==> src/rtl/ciu_pkg.sv <==
package ciu_pkg;

  localparam logic [6:0] OPC_CUSTOM0 = 7'b0001011;

  localparam logic [6:0] F7_QREAD  = 7'b0000000;
  localparam logic [6:0] F7_QWRITE = 7'b0000001;
  localparam logic [6:0] F7_RETURN = 7'b0000010;
  localparam logic [6:0] F7_MSWAP  = 7'b0000011;
  localparam logic [6:0] F7_WAIT   = 7'b0000100;
  localparam logic [6:0] F7_TIMER  = 7'b0000101;

  typedef enum logic [2:0] {
    OP_NONE,
    OP_QREAD,
    OP_QWRITE,
    OP_RETURN,
    OP_MSWAP,
    OP_WAIT,
    OP_TIMER
  } ciu_op_e;

  typedef enum logic {
    ST_RUN,
    ST_WAIT
  } ciu_state_e;

endpackage

==> src/rtl/ciu_decode.sv <==
module ciu_decode
  import ciu_pkg::*;
(
  input  logic       en,
  input  logic [6:0] opcode,
  input  logic [6:0] funct7,
  output ciu_op_e    op
);

  always_comb begin
    op = OP_NONE;
    if (en && opcode == OPC_CUSTOM0) begin
      case (funct7)
        F7_QREAD:  op = OP_QREAD;
        F7_QWRITE: op = OP_QWRITE;
        F7_RETURN: op = OP_RETURN;
        F7_MSWAP:  op = OP_MSWAP;
        F7_WAIT:   op = OP_WAIT;
        F7_TIMER:  op = OP_TIMER;
        default:   op = OP_NONE;
      endcase
    end
  end

endmodule

==> src/rtl/ciu_qfile.sv <==
module ciu_qfile #(
  parameter int XLEN = 32,
  parameter int NQ   = 4,
  localparam int QW  = (NQ > 1) ? $clog2(NQ) : 1
) (
  input  logic            clk,
  input  logic            rst,
  input  logic            we,
  input  logic [QW-1:0]   waddr,
  input  logic [XLEN-1:0] wdata,
  input  logic [QW-1:0]   raddr,
  output logic [XLEN-1:0] rdata,
  output logic [XLEN-1:0] q0
);

  logic [XLEN-1:0] bank [NQ];

  always_ff @(posedge clk) begin
    if (rst) begin
      for (int i = 0; i < NQ; i++) bank[i] <= '0;
    end else if (we) begin
      bank[waddr] <= wdata;
    end
  end

  assign rdata = bank[raddr];
  assign q0    = bank[0];

  AST_Q_WRITE_LANDS: assert property (@(posedge clk) disable iff (rst)
    we |=> bank[$past(waddr)] == $past(wdata));

endmodule

==> src/rtl/ciu_irqctl.sv <==
module ciu_irqctl #(
  parameter int XLEN    = 32,
  parameter int TMR_BIT = 0,
  parameter int ILL_BIT = 1,
  parameter int BUS_BIT = 2
) (
  input  logic            clk,
  input  logic            rst,
  input  logic [XLEN-1:0] lines,
  input  logic            fault_ill,
  input  logic            fault_bus,
  input  logic            mask_we,
  input  logic [XLEN-1:0] mask_wdata,
  input  logic            timer_we,
  input  logic [XLEN-1:0] timer_wdata,
  input  logic            entry,
  input  logic            ret,
  output logic [XLEN-1:0] mask_q,
  output logic [XLEN-1:0] visible,
  output logic [XLEN-1:0] timer_q,
  output logic            en_q,
  output logic            halt_q
);

  logic [XLEN-1:0] pend_q;
  logic [XLEN-1:0] set_vec;
  logic [XLEN-1:0] clr_vec;
  logic            tmr_fire;
  logic            halt_req;

  assign visible  = pend_q & ~mask_q;
  assign tmr_fire = !timer_we && timer_q == XLEN'(1);
  assign clr_vec  = entry ? visible : '0;

  always_comb begin
    set_vec = lines;
    if (tmr_fire) set_vec[TMR_BIT] = 1'b1;
    if (fault_ill && !mask_q[ILL_BIT]) set_vec[ILL_BIT] = 1'b1;
    if (fault_bus && !mask_q[BUS_BIT]) set_vec[BUS_BIT] = 1'b1;
  end

  assign halt_req = (fault_ill && mask_q[ILL_BIT]) || (fault_bus && mask_q[BUS_BIT]);

  always_ff @(posedge clk) begin
    if (rst) begin
      mask_q  <= '1;
      pend_q  <= '0;
      timer_q <= '0;
      en_q    <= 1'b1;
      halt_q  <= 1'b0;
    end else begin
      if (mask_we) mask_q <= mask_wdata;
      pend_q <= (pend_q & ~clr_vec) | set_vec;
      if (timer_we) timer_q <= timer_wdata;
      else if (timer_q != '0) timer_q <= timer_q - XLEN'(1);
      if (entry) en_q <= 1'b0;
      else if (ret) en_q <= 1'b1;
      if (halt_req) halt_q <= 1'b1;
    end
  end

  AST_MASK_AFTER_RESET: assert property (@(posedge clk) disable iff (rst)
    $past(rst) |-> mask_q == '1);
  AST_HALT_STICKY: assert property (@(posedge clk) disable iff (rst)
    halt_q |=> halt_q);
  AST_TIMER_DOWN: assert property (@(posedge clk) disable iff (rst)
    (timer_q != '0 && !timer_we) |=> timer_q == $past(timer_q) - XLEN'(1));
  AST_ENTRY_DISABLES: assert property (@(posedge clk) disable iff (rst)
    entry |=> !en_q);
  AST_PEND_HELD: assert property (@(posedge clk) disable iff (rst)
    !entry |=> (pend_q & $past(pend_q)) == $past(pend_q));

endmodule

==> src/rtl/irq_insn_unit.sv <==
module irq_insn_unit
  import ciu_pkg::*;
#(
  parameter int XLEN = 32,
  parameter int NQ   = 4
) (
  input  logic            clk,
  input  logic            rst,
  input  logic            instr_valid,
  input  logic [6:0]      instr_opcode,
  input  logic [6:0]      instr_funct7,
  input  logic [4:0]      instr_rs1_field,
  input  logic [4:0]      instr_rd_field,
  input  logic [XLEN-1:0] rs1_value,
  input  logic [XLEN-1:0] instr_pc,
  input  logic [XLEN-1:0] irq_lines,
  input  logic            fault_illegal,
  input  logic            fault_bus,
  input  logic            irq_entry,
  input  logic [XLEN-1:0] entry_pc,
  output logic            rd_we,
  output logic [4:0]      rd_addr,
  output logic [XLEN-1:0] rd_data,
  output logic            redirect,
  output logic [XLEN-1:0] redirect_pc,
  output logic            stall,
  output logic            irq_en,
  output logic            halted
);

  localparam int QW = (NQ > 1) ? $clog2(NQ) : 1;
  localparam logic [XLEN-1:0] INSN_BYTES = XLEN'(4);

  ciu_state_e      state_q;
  ciu_op_e         op;
  logic            accept;
  logic [4:0]      wait_rd_q;
  logic [XLEN-1:0] wait_pc_q;

  logic            q_we;
  logic [QW-1:0]   q_waddr;
  logic [XLEN-1:0] q_wdata;
  logic [XLEN-1:0] q_rdata;
  logic [XLEN-1:0] q0_val;

  logic [XLEN-1:0] mask_val;
  logic [XLEN-1:0] vis_pend;
  logic [XLEN-1:0] timer_val;

  assign accept = instr_valid && !halted && !irq_entry && state_q == ST_RUN;

  ciu_decode u_dec (
    .en     (accept),
    .opcode (instr_opcode),
    .funct7 (instr_funct7),
    .op     (op)
  );

  assign q_we    = irq_entry || op == OP_QWRITE;
  assign q_waddr = irq_entry ? '0 : instr_rd_field[QW-1:0];
  assign q_wdata = irq_entry ? entry_pc : rs1_value;

  ciu_qfile #(.XLEN(XLEN), .NQ(NQ)) u_q (
    .clk   (clk),
    .rst   (rst),
    .we    (q_we),
    .waddr (q_waddr),
    .wdata (q_wdata),
    .raddr (instr_rs1_field[QW-1:0]),
    .rdata (q_rdata),
    .q0    (q0_val)
  );

  ciu_irqctl #(.XLEN(XLEN)) u_irq (
    .clk         (clk),
    .rst         (rst),
    .lines       (irq_lines),
    .fault_ill   (fault_illegal),
    .fault_bus   (fault_bus),
    .mask_we     (op == OP_MSWAP),
    .mask_wdata  (rs1_value),
    .timer_we    (op == OP_TIMER),
    .timer_wdata (rs1_value),
    .entry       (irq_entry),
    .ret         (op == OP_RETURN),
    .mask_q      (mask_val),
    .visible     (vis_pend),
    .timer_q     (timer_val),
    .en_q        (irq_en),
    .halt_q      (halted)
  );

  always_ff @(posedge clk) begin
    if (rst) begin
      state_q     <= ST_RUN;
      rd_we       <= 1'b0;
      rd_addr     <= '0;
      rd_data     <= '0;
      redirect    <= 1'b0;
      redirect_pc <= '0;
      stall       <= 1'b0;
      wait_rd_q   <= '0;
      wait_pc_q   <= '0;
    end else begin
      rd_we    <= 1'b0;
      redirect <= 1'b0;
      case (state_q)
        ST_RUN: begin
          case (op)
            OP_QREAD: begin
              rd_we   <= instr_rd_field != '0;
              rd_addr <= instr_rd_field;
              rd_data <= q_rdata;
            end
            OP_MSWAP: begin
              rd_we   <= instr_rd_field != '0;
              rd_addr <= instr_rd_field;
              rd_data <= mask_val;
            end
            OP_TIMER: begin
              rd_we   <= instr_rd_field != '0;
              rd_addr <= instr_rd_field;
              rd_data <= timer_val;
            end
            OP_RETURN: begin
              redirect    <= 1'b1;
              redirect_pc <= q0_val;
            end
            OP_WAIT: begin
              if (vis_pend != '0) begin
                rd_we       <= instr_rd_field != '0;
                rd_addr     <= instr_rd_field;
                rd_data     <= vis_pend;
                redirect    <= 1'b1;
                redirect_pc <= instr_pc + INSN_BYTES;
              end else begin
                state_q   <= ST_WAIT;
                stall     <= 1'b1;
                wait_rd_q <= instr_rd_field;
                wait_pc_q <= instr_pc + INSN_BYTES;
              end
            end
            default: ;
          endcase
        end
        ST_WAIT: begin
          if (irq_entry) begin
            state_q <= ST_RUN;
            stall   <= 1'b0;
          end else if (vis_pend != '0) begin
            state_q     <= ST_RUN;
            stall       <= 1'b0;
            rd_we       <= wait_rd_q != '0;
            rd_addr     <= wait_rd_q;
            rd_data     <= vis_pend;
            redirect    <= 1'b1;
            redirect_pc <= wait_pc_q;
          end
        end
        default: state_q <= ST_RUN;
      endcase
    end
  end

  AST_STALL_FROM_WAIT: assert property (@(posedge clk) disable iff (rst)
    $rose(stall) |-> $past(op == OP_WAIT));
  AST_NO_REDIRECT_IN_STALL: assert property (@(posedge clk) disable iff (rst)
    redirect |-> !stall);
  AST_NO_X0_WRITE: assert property (@(posedge clk) disable iff (rst)
    rd_we |-> rd_addr != '0);
  AST_RETURN_TARGET: assert property (@(posedge clk) disable iff (rst)
    ($past(op == OP_RETURN) && !$past(rst)) |-> (redirect && redirect_pc == $past(q0_val)));
  AST_HALT_BLOCKS_OPS: assert property (@(posedge clk) disable iff (rst)
    halted |-> op == OP_NONE);

endmodule

==> config.mk <==
export PLATFORM = sky130hd
export DESIGN_NAME = irq_insn_unit
export DESIGN_NICKNAME = d
export VERILOG_FILES = /design/src/rtl/ciu_pkg.sv /design/src/rtl/ciu_decode.sv /design/src/rtl/ciu_qfile.sv /design/src/rtl/ciu_irqctl.sv /design/src/rtl/irq_insn_unit.sv
export SDC_FILE = /design/constraint.sdc
export NUM_CORES = 1
export LEC_CHECK = 0
export BUFFER_PORTS_ARGS = -buffer_cell sky130_fd_sc_hd__buf_2
export CAP_MARGIN = 20
export CORE_MARGIN = 5
export CORE_UTILIZATION = 50
export CTS_CLUSTER_DIAMETER = 50
export DETAILED_ROUTE_END_ITERATION = 10
export HOLD_SLACK_MARGIN = 0.05
export PLACE_DENSITY_LB_ADDON = 0.2
export SLEW_MARGIN = 0
export SYNTH_ARGS = -nofsm -noshare
export SYNTH_HDL_FRONTEND = slang
export SYNTH_SLANG_ARGS = --single-unit
==> constraint.sdc <==
create_clock -name clk -period 4.6 [get_ports clk]
set_input_delay 0.92 -clock clk [delete_from_list [all_inputs] [get_ports clk]]
set_output_delay 0.92 -clock clk [all_outputs]
set_load 0.01 [all_outputs]
* Yosys cells after proc, flatten, opt, wreduce, memory -nomap -nowiden *
Memory sizes are Yosys's and may differ from the RTL's.
Index checks and enable logic that the tools add are counted.

word-level totals
  bits of input ports = 158
  word-level logic and storage cells = 128
  memory bits (writable) = 128
  memories = 1
  flip-flop bits (word level) = 208

cells by class
  mux-type cells = 52
  reductions and logical operators = 30
  bitwise gates (word level) = 7
  eq/ne operators = 22
  add/sub/neg operators = 2

memories
  name      words  width  read ports  clocked after Yosys merged registers in  wr ports  RTL line         source
  u_q.bank  4      32     2           0                                        4         ciu_qfile.sv:16  logic [XLEN-1:0] bank [NQ];

operators with widths
  kind                                                                  number
  32-bit 2-to-1 mux                                                     10
  32-bit one-hot mux with 2 select lines                                3
  32-bit one-hot mux with 4 select lines                                1
  32-bit AND                                                            2
  32-bit inverter                                                       2
  32-bit nonzero test                                                   2
  32-bit by 3-bit adder with 32-bit output, second input constant       1
  32-bit by 1-bit == test with 1-bit output, second input constant      1
  32-bit OR                                                             1
  32-bit OR reduction                                                   1
  32-bit by 1-bit subtractor with 32-bit output, second input constant  1
  1-bit 2-to-1 mux                                                      23
  5-bit one-hot mux with 2 select lines                                 2
  3-bit one-hot mux with 6 select lines                                 1
  5-bit 2-to-1 mux                                                      3
  7-bit by 2-bit == test with 1-bit output, second input constant       2
  7-bit by 3-bit == test with 1-bit output, second input constant       2
  1-bit one-hot mux with 2 select lines                                 6
  5-bit nonzero test                                                    2
  3-bit == test, second input constant                                  3
  1-bit logical AND                                                     9
  4-bit AND reduction                                                   2
  7-bit by 1-bit == test with 1-bit output, second input constant       1
  7-bit by 4-bit == test with 1-bit output, second input constant       1
  18 further kinds                                                      31

* Longest topological paths before layout *
  depth in word-level cells = 13
  depth in mapped cells = 10
  depth with buffers taken out = 7

* Cells and area by module *
Synthesis repeated with hierarchy kept, for this count alone.

second synthesis, totals
  cell total of the unflattened synthesis = 1664
  area total of the unflattened synthesis = 16935.0 um2

by module, submodules not included
  module         times used  cells each  sequential area each (um2)  area an instance (um2)
  irq_insn_unit  1           837         2202.1                      6845.3
  ciu_qfile      1           318         3843.7                      5686.7
  ciu_irqctl     1           498         1961.9                      4289.1
  ciu_decode     1           11          0.0                         113.9

* Worst setup path before layout *
OpenSTA, ideal clock, no wires.

  path kind = input-to-reg
  from = input instr_funct7[3]
  to = memory u_q.bank[1][0] (enable)
  required time = 4211 ps
  slack = 1168 ps
  cell stages on the path = 6
  data arrival time = 3042 ps
  path through = nor4_1 > nand4_1 > nor3_2 > nand3_1 > clkbuf_1 > nand2_1

RTL lines
  item             RTL line             source
  start, declared  irq_insn_unit.sv:11  input logic [6:0] instr_funct7,
  end, declared    ciu_qfile.sv:16

==> qor.csv <==
metric,value,unit
grt_max_degree,90,
maxCapViolations,0,
worst_pin_slew,1.07,ns
slew_violations,0,
yosys.area_share.simple,0.180,
fin_tns_setup,0,ns
max_stage_delay,0.88,ns
areaGrowthSynthToFinish,18.0,%
vias_per_cell,6.24,
power,8.42,mW
htree_levels,2,
grt_usage,0.317,
clock_skew,0.0195,ns
core,33400,µm²
synth_seq_cells,336,
synth_edf_count,128,
dr.pass1.iters,5,
syn_avg_cell_area,9.49,µm²
die_h,193,µm
post-dp-hpwl,44800,µm
cts_setup_buffers,0,
seq_area_frac_synth,0.477,
num-nets-final,2122,
synth-adder-area-share,0.00223,
insertion_delay,0.55,ns
ys_top_cells_by_area,"dfxtp_1 25%, edfxtp_1 23%, nor2_1 4.9%",
synth_xor_area_frac,0.0250,
relSlewSlack,0.285,
fmax,286,MHz
cp_num_buf_inv,1,
finalCritPeriodShare,0.760,
design_area,19800,µm²
hold_class,register to register,
cp_top_family,simple AND/OR/NAND/NOR gates,
io_buffers,228,
end_kind,register,
synthFlopType,dfxtp_1,
antenna_found_initial,1,
cts_hold_buf,0,
clock_path_buffers,3,
grt_pass1_wl,92000,µm
synth-compound-area-share,0.181,
netlist.area_leader.share,0.248,
ant_nets,0,
worstPathCellList,buf_2 > nor4bb_1 > nand4_1 > nor3_2 > a21oi_1 > or2_2 > nor2_1,
cts_resized,0,
synth_nets,1931,
syn_area,16800,µm²
irDropWorstVdd,0.000296,V
crit_required,4.99,ns
pin_count,232,
die_w,193,µm
clk_pin_slew,0.06,ns
place_area,18400,µm²
min-delay-start,wait_pc_q[9],
cts_root_buf,clkbuf_16,
grt_pass1_vias,14300,
finalCriticalPeriod,3.49,ns
drc,0,
grt-ovfl-total,0,
leakagePower,7.59,nW
worst_ep_arrival_time,3.89,ns
num_rows,67,
start_util,0.503,
synthCells,1770,
powerDensity,425,nW/µm²
tritoncts,done,
crit_type,input pin to register,
reg2reg_from,u_irq.mask_q[6],
synth_top_family_by_area,compound AO/OA/AOI/OAI gates,
wl_per_cell,25.2,µm
ys_warn_count,0,
drive_gt1_frac,0.206,
critPathLaunch,instr_opcode[0],
synth_top_area_cell,dfxtp_1,
gp_congestion,0.969,
initialDrtViolationCount,1511,
vias,15200,
critPathLaunchType,input pin,
yosys-mux-area-fraction,0.0876,
dieArea,37400,µm²
cpMaxStageDelayCell,nor4bb_1,
synth_most_common_cell,nor2_1,
grt_setup_unrepaired,no,
antennaDiodeCount,0,
cts_buffers,41,
routed_wl,61600,µm
setup_viol,0,
crit_fanout,32,
ys_async_sr_fraction,0,
cts.sinks,336,
post_synth_num_cell_types,69,
status,completed,
ys_top_cells_by_count,"219 x nor2_1, 208 x dfxtp_1, 136 x a21oi_1",
hold_viol,0,
-- area by class of cell --
| class | count | area, µm² |
|---|---|---|
| Clock buffer | 52 | 1180 |
| Sequential cell | 336 | 8010 |
| Tap cell | 448 | 561 |
| Clock inverter | 22 | 221 |
| Fill cell | 2956 | 13500 |
| Timing Repair Buffer | 275 | 1540 |
| Inverter | 73 | 274 |
| Multi-Input combinational cell | 1234 | 8030 |
-- worst min-delay path: stages (launching register included) --
cell	delay (ns)
dfxtp_1	0.30
nand2_1	0.05
a21oi_1	0.05
-- stage by stage --
| stage | util | setup slack [ns] | hold WS [ns] | std cells |
|---|---|---|---|---|
| after global routing | 0.594 | 0.937 | 0.470 | 2440 |
| after floorplan | - | 1.17 | 0.427 | 1770 |
| after CTS | 0.594 | 1.35 | 0.451 | 2440 |
| final | 0.594 | 1.11 | 0.452 | 2440 |
| after detailed placement | 0.552 | 0.783 | 0.445 | 2366 |
| after global placement | 0.551 | 0.879 | 0.434 | 2365 |
-- final timing paths --
kind / endpoint / slack (ns) / depth (start not counted)
max: u_q.bank[0][14] / 1.11 / 7
min: wait_pc_q[9] / 0.45 / 2
max reg2reg: rd_data[29] / 1.35 / 7
min reg2reg: wait_pc_q[9] / 0.45 / 2
-- metal layers --
metal,part of all wire,vias to the layer above,track usage
met3,0.11,114,0.0877
met4,0.038,2,0.108
met1,0.43,7368,0.459
met5,0.00011,-,0
met2,0.43,852,0.462
li1,-,6892,-
-- registers in the layout (all words and copies together), names as in the netlist, 5 cells and up --
register,flops
u_q.bank,128
wait_rd_q,5
rd_data,32
wait_pc_q,32
u_irq.timer_q,32
u_irq.pend_q,32
redirect_pc,32
rd_addr,5
u_irq.mask_q,32
-- kinds of logic after synthesis --
family / count (synthesis)
compound gates: 471
mux: 107
buf+inv: 200
flops: 336
simple gates: 605
xor+xnor: 48
fa+ha+maj: 3
-- placed cells by master, fill, tap and decap left out, types with 12 or more instances in the layout --
cell type,count
and2_1,12
o21ai_0,96
mux2i_1,75
buf_4,45
and3_1,15
mux4_2,32
clkbuf_16,43
nand4_1,20
buf_2,227
nor3_1,31
edfxtp_1,128
nor2_1,218
a22oi_1,31
nor4_1,16
nand2_1,121
inv_1,73
dfxtp_1,207
nor2b_1,35
nand3_1,47
a211oi_1,93
xnor2_1,33
a221oi_1,15
o31ai_1,15
o211ai_1,16
or4_1,13
xor2_1,15
nand2b_1,26
a21oi_1,135
-- power breakdown --
group          switching [mW]  internal [mW]  total, mW  leakage [nW]
Combinational           0.989          0.606       1.60          3.88
Sequential              0.229           3.29       3.52          3.01
Clock                    1.31           2.00       3.30         0.695
Power figures use the tool's default switching activity.
